--- config.mk ---
export PLATFORM = sky130hd
export DESIGN_NAME = tag_downlink_seq
export DESIGN_NICKNAME = d
export VERILOG_FILES = /design/src/rtl/tag_downlink_seq.sv
export SDC_FILE = /design/constraint.sdc
export NUM_CORES = 1
export LEC_CHECK = 0
export ABC_AREA = 1
export BUFFER_PORTS_ARGS = -buffer_cell sky130_fd_sc_hd__buf_2
export CORE_UTILIZATION = 60
export CTS_CLUSTER_DIAMETER = 100
export CTS_CLUSTER_SIZE = 10
export DETAILED_ROUTE_END_ITERATION = 6
export PLACE_DENSITY = 0.83
export SYNTH_ARGS = -nofsm -noshare
export SYNTH_HDL_FRONTEND = slang
export SYNTH_SLANG_ARGS = --single-unit
export TNS_END_PERCENT = 10
--- constraint.sdc ---
create_clock -name clk -period 5.82 [get_ports clk]
set_clock_uncertainty 0.15 [all_clocks]
set_input_delay 0.582 -clock clk [delete_from_list [all_inputs] [get_ports clk]]
set_output_delay 0.582 -clock clk [all_outputs]
set_load 0.005 [all_outputs]
--- src/rtl/tag_downlink_seq.sv ---
module tag_downlink_seq #(
  parameter int START_US = 400,
  parameter int ZERO_US  = 144,
  parameter int ONE_US   = 432,
  parameter int GAP_US   = 160,
  parameter int RGAP_US  = 120,
  parameter int PROG_US  = 20000,
  parameter int CNT_W    = 16
) (
  input  logic        clk,
  input  logic        rst_n,
  input  logic        us_tick,
  input  logic        start,
  input  logic [1:0]  cmd,
  input  logic        page,
  input  logic        pwd_en,
  input  logic [31:0] pwd,
  input  logic [31:0] data,
  input  logic [7:0]  blk,
  input  logic [15:0] cap_len,
  input  logic        stop,
  output logic        field_on,
  output logic        capture,
  output logic        busy,
  output logic        done
);
  localparam int FW   = 70;
  localparam int NB_W = $clog2(FW + 1);
  localparam logic [1:0] C_RST = 2'd0, C_READ = 2'd1, C_WRITE = 2'd2, C_WAKE = 2'd3;

  typedef enum logic [2:0] {S_IDLE, S_START, S_ON, S_GAP, S_RGAP, S_CAPT, S_PROG, S_HOLD} st_t;

  st_t              st;
  logic [CNT_W-1:0] cnt;
  logic [FW-1:0]    fr, fr_n;
  logic [NB_W-1:0]  left, nb_n;
  logic [1:0]       kind;
  logic [15:0]      capn;
  logic             hold;

  wire regread = (blk == 8'hFF);

  always_comb begin
    fr_n = '0;
    nb_n = '0;
    case (cmd)
      C_RST: begin
        fr_n = '0;
        nb_n = NB_W'(2);
      end
      C_READ: begin
        if (pwd_en) begin
          fr_n = FW'({1'b1, page, pwd, 1'b0, blk[2:0]}) << (FW - 38);
          nb_n = regread ? NB_W'(35) : NB_W'(38);
        end else begin
          fr_n = FW'({1'b1, page, 1'b0, blk[2:0]}) << (FW - 6);
          nb_n = regread ? NB_W'(3) : NB_W'(6);
        end
      end
      C_WRITE: begin
        if (pwd_en) begin
          fr_n = {1'b1, page, pwd, 1'b0, data, blk[2:0]};
          nb_n = NB_W'(70);
        end else begin
          fr_n = FW'({1'b1, page, 1'b0, data, blk[2:0]}) << (FW - 38);
          nb_n = NB_W'(38);
        end
      end
      default: begin
        fr_n = FW'({2'b10, pwd}) << (FW - 34);
        nb_n = NB_W'(34);
      end
    endcase
  end

  assign busy     = (st != S_IDLE) && (st != S_HOLD);
  assign hold     = (st == S_HOLD);
  assign capture  = (st == S_CAPT);
  assign field_on = (st == S_ON) || (st == S_RGAP) || (st == S_CAPT) || (st == S_PROG) || hold;

  always_ff @(posedge clk or negedge rst_n) begin
    if (!rst_n) begin
      st   <= S_IDLE;
      cnt  <= '0;
      fr   <= '0;
      left <= '0;
      kind <= C_RST;
      capn <= '0;
      done <= 1'b0;
    end else begin
      done <= 1'b0;
      if (!busy && start) begin
        st   <= S_START;
        cnt  <= CNT_W'(START_US);
        fr   <= fr_n;
        left <= nb_n;
        kind <= cmd;
        capn <= cap_len;
      end else if (hold && stop) begin
        st <= S_IDLE;
      end else if (busy && us_tick) begin
        if (cnt > CNT_W'(1)) begin
          cnt <= cnt - CNT_W'(1);
        end else begin
          case (st)
            S_START: begin
              st  <= S_ON;
              cnt <= fr[FW-1] ? CNT_W'(ONE_US) : CNT_W'(ZERO_US);
            end
            S_ON: begin
              st  <= S_GAP;
              cnt <= CNT_W'(GAP_US);
            end
            S_GAP: begin
              if (left == NB_W'(1)) begin
                case (kind)
                  C_WRITE: begin
                    st  <= S_PROG;
                    cnt <= CNT_W'(PROG_US);
                  end
                  C_WAKE: begin
                    st   <= S_HOLD;
                    done <= 1'b1;
                  end
                  default: begin
                    st  <= S_RGAP;
                    cnt <= CNT_W'(RGAP_US);
                  end
                endcase
              end else begin
                fr   <= fr << 1;
                left <= left - NB_W'(1);
                st   <= S_ON;
                cnt  <= fr[FW-2] ? CNT_W'(ONE_US) : CNT_W'(ZERO_US);
              end
            end
            S_RGAP: begin
              if (capn == 16'd0) begin
                st   <= S_IDLE;
                done <= 1'b1;
              end else begin
                st  <= S_CAPT;
                cnt <= CNT_W'(capn);
              end
            end
            default: begin
              st   <= S_IDLE;
              done <= 1'b1;
            end
          endcase
        end
      end
    end
  end
endmodule

==> reports/metrics.yaml <==
power:
  ir_worst_vdd_mv: 0.284
  p_leak_uw: 0.00403
  p_total_uw: 4070
  power.density_nw_per_um2: 494
placement:
  dp_cells: 1256
  placed_area_um2: 7610
  post-place-ws_ns: 2.39
  portBuffers: 100
  place_hpwl_mm: 12.8
  routabilityCongestion: 0.909
clock_tree:
  ctsRootBufferMaster: "clkbuf_16"
  ctsResizeCount: 0
  cts_buffer_depth: 2
  tritoncts: "built"
  postCtsSetupBuffers: 0
  clk_pin_slew_ns: 0.05
  clock_sinks: 115
  cts_buffers: 17
  cts_hold_buffers: 0
  clk_latency_ns: 0.42
  htree_levels: 4
route:
  drt-total-wl_mm: 19.2
  vias_per_cell: 5.66
  dr.pass1.iters: 7
  dr.first_iter.drc_count: 483
  wl_per_cell_um: 14.9
  ant_nets: 0
  vias: 7278
  post-route-drc-count: 6
synthesis:
  ys_ff_latch: 115
  yosysTopAreaCellShare: 0.398
  yosysWarnings: 0
  yosys.area.top_type: "dfrtp_1"
  syn_inst: 1062
  yosys-top-cells-area: "dfrtp_1, nand2_1, o21ai_0"
  avgSynthCellArea_um2: 6.80
  synth.net_count: 1163
  syn_area_um2: 7220
  yosysSeqAreaShare: 0.398
  synth_cell_types: 34
cells_and_area:
  fin_cells: 1287
  drive_gt1_frac: 0.147
  nets: 1233
  area_growth_pct: 14.1
  n_antenna_cell: 0
  design_area_um2: 8240
global_route:
  grt_pass1_wl_mm: 31.9
  grt_overflow: 0
  grt_pass1_vias: 6744
  gr-usage-all-layers: 0.323
  grt_max_degree: 87
  antenna_found_initial: 0
sta:
  tightestPinTransition_ns: 0.952
  fin_ws_ns: 2.31
  hold_violations: 0
  fin_tns_setup_ns: 0
  finalCriticalPeriod_ns: 3.51
  setup_viol: 0
  rsz0062_at_grt: "false"
  slew_headroom: 0.365
  drv_slew: 0
  max_freq_mhz: 285
  period_share: 0.603
critical_path:
  end_kind: "flop"
  cp_data_required_time_ns: 5.98
  timing_worst_setup_path_type: "reg2reg"
  cp.arrival_ns: 3.67
  regToRegSetupSlack_ns: 2.31
  start_kind: "flop"
  path_max_fanout: 55
job:
  drv_cap: 0
run_status:
  violations: "design-rule violations"
  status: "finished, violations left"
floorplan:
  die_h_um: 112
  ios: 101
  initial_core_util: 0.624
  die-area_um2: 12500
  rows: 39
  fp.coreArea_um2: 11600
  fp.dieW_um: 112
hold_path:
  hp-class: "in2async"
## registers in the layout, indices dropped and copies added (netlist names)
name,cells
left,7
fr,70
done,1
st,3
cnt,16
kind,2
capn,16
## report_power, final
group	internal, uW	total (uW)	switching [uW]
clock	744	1120	372
sequential	1090	1280	189
combinational	526	1670	1140
## path summary, 6_finish.rpt
check,startpoint,to,cells past startpoint
worst min register to register,fr[32],fr[32],2
worst min-delay path,rst_n,capn[9],1
worst max register to register,st[1],left[3],7
min in group clk,cap_len[15],capn[15],3
worst max-delay path,st[1],left[3],7
max in group asynchronous,rst_n,fr[43],2
## placed cells by master (no fill, tap or decap), drive strengths merged
master    count
xor2          3
nand3        60
ha            4
nor3          6
nor2         71
nand3b        1
nand2       345
a22oi         3
nand4        31
or2           4
buf         106
a31oi         1
o21a          2
clkbuf       21
bufinv        4
o211ai        5
clkinv        7
xnor2         1
clkinvlp      2
o22ai         7
dfrtp       115
inv         118
a21oi        30
o21ai       195
o31ai         2
## routing by layer
layer / vias to the layer above / global-route usage / share of wire / routed length [um]
met2: 274 / 0.551 / 0.50 / 9570
met1: 3349 / 0.391 / 0.41 / 7800
met4: 0 / 0.153 / 0.038 / 731
met5: - / 0 / 0 / 0
li1: 3590 / - / - / -
met3: 65 / 0.0675 / 0.056 / 1070
## per-stage QoR
step | hold WS, ns | util
6_report | 0.0773 | 0.712
5_1_grt | 0.133 | 0.712
4_1_cts | 0.0975 | 0.712
3_5_place_dp | 0.310 | 0.658
3_3_place_gp | 0.306 | 0.658
2_1_floorplan | 0.136 | -
## cell families (layout without fill, tap and decap cells)
kind of cell	after synthesis	in the layout	synth area share
buf+inv	176	258	0.111
xor+xnor	4	4	0.00485
compound gates	245	245	0.178
simple gates	518	518	0.301
fa+ha+maj	4	4	0.00693
flops	115	115	0.398
## cell usage after synthesis (all sizes together)
library cell and number:
a21oi 30, a22oi 3, a31oi 1, buf 41, clkbuf 14, clkinv 2
dfrtp 115, ha 4, inv 119, nand2 345, nand3 60, nand3b 1
nand4 31, nor2 71, nor3 6, o211ai 5, o21a 2, o21ai 195
o22ai 7, o31ai 2, or2 4, xnor2 1, xor2 3
## cell type report
cell class	count	area, um2
sequential	115	2880
clock inverter	10	155
multi-input combinational	771	3550
timing repair buffer	106	548
tap	143	179
fill	970	3330
clock buffer	21	470
inverter	121	457
## critical path: stages (launching register included)
cell	delay (ns)
dfrtp_1	0.46
nand2_1	0.14
nand2_1	0.12
nand3_4	0.49
clkinv_2	0.75
a21oi_1	1.00
nand2_1	0.14
o31ai_1	0.13
No activity file was read; power rests on OpenSTA's default activity.
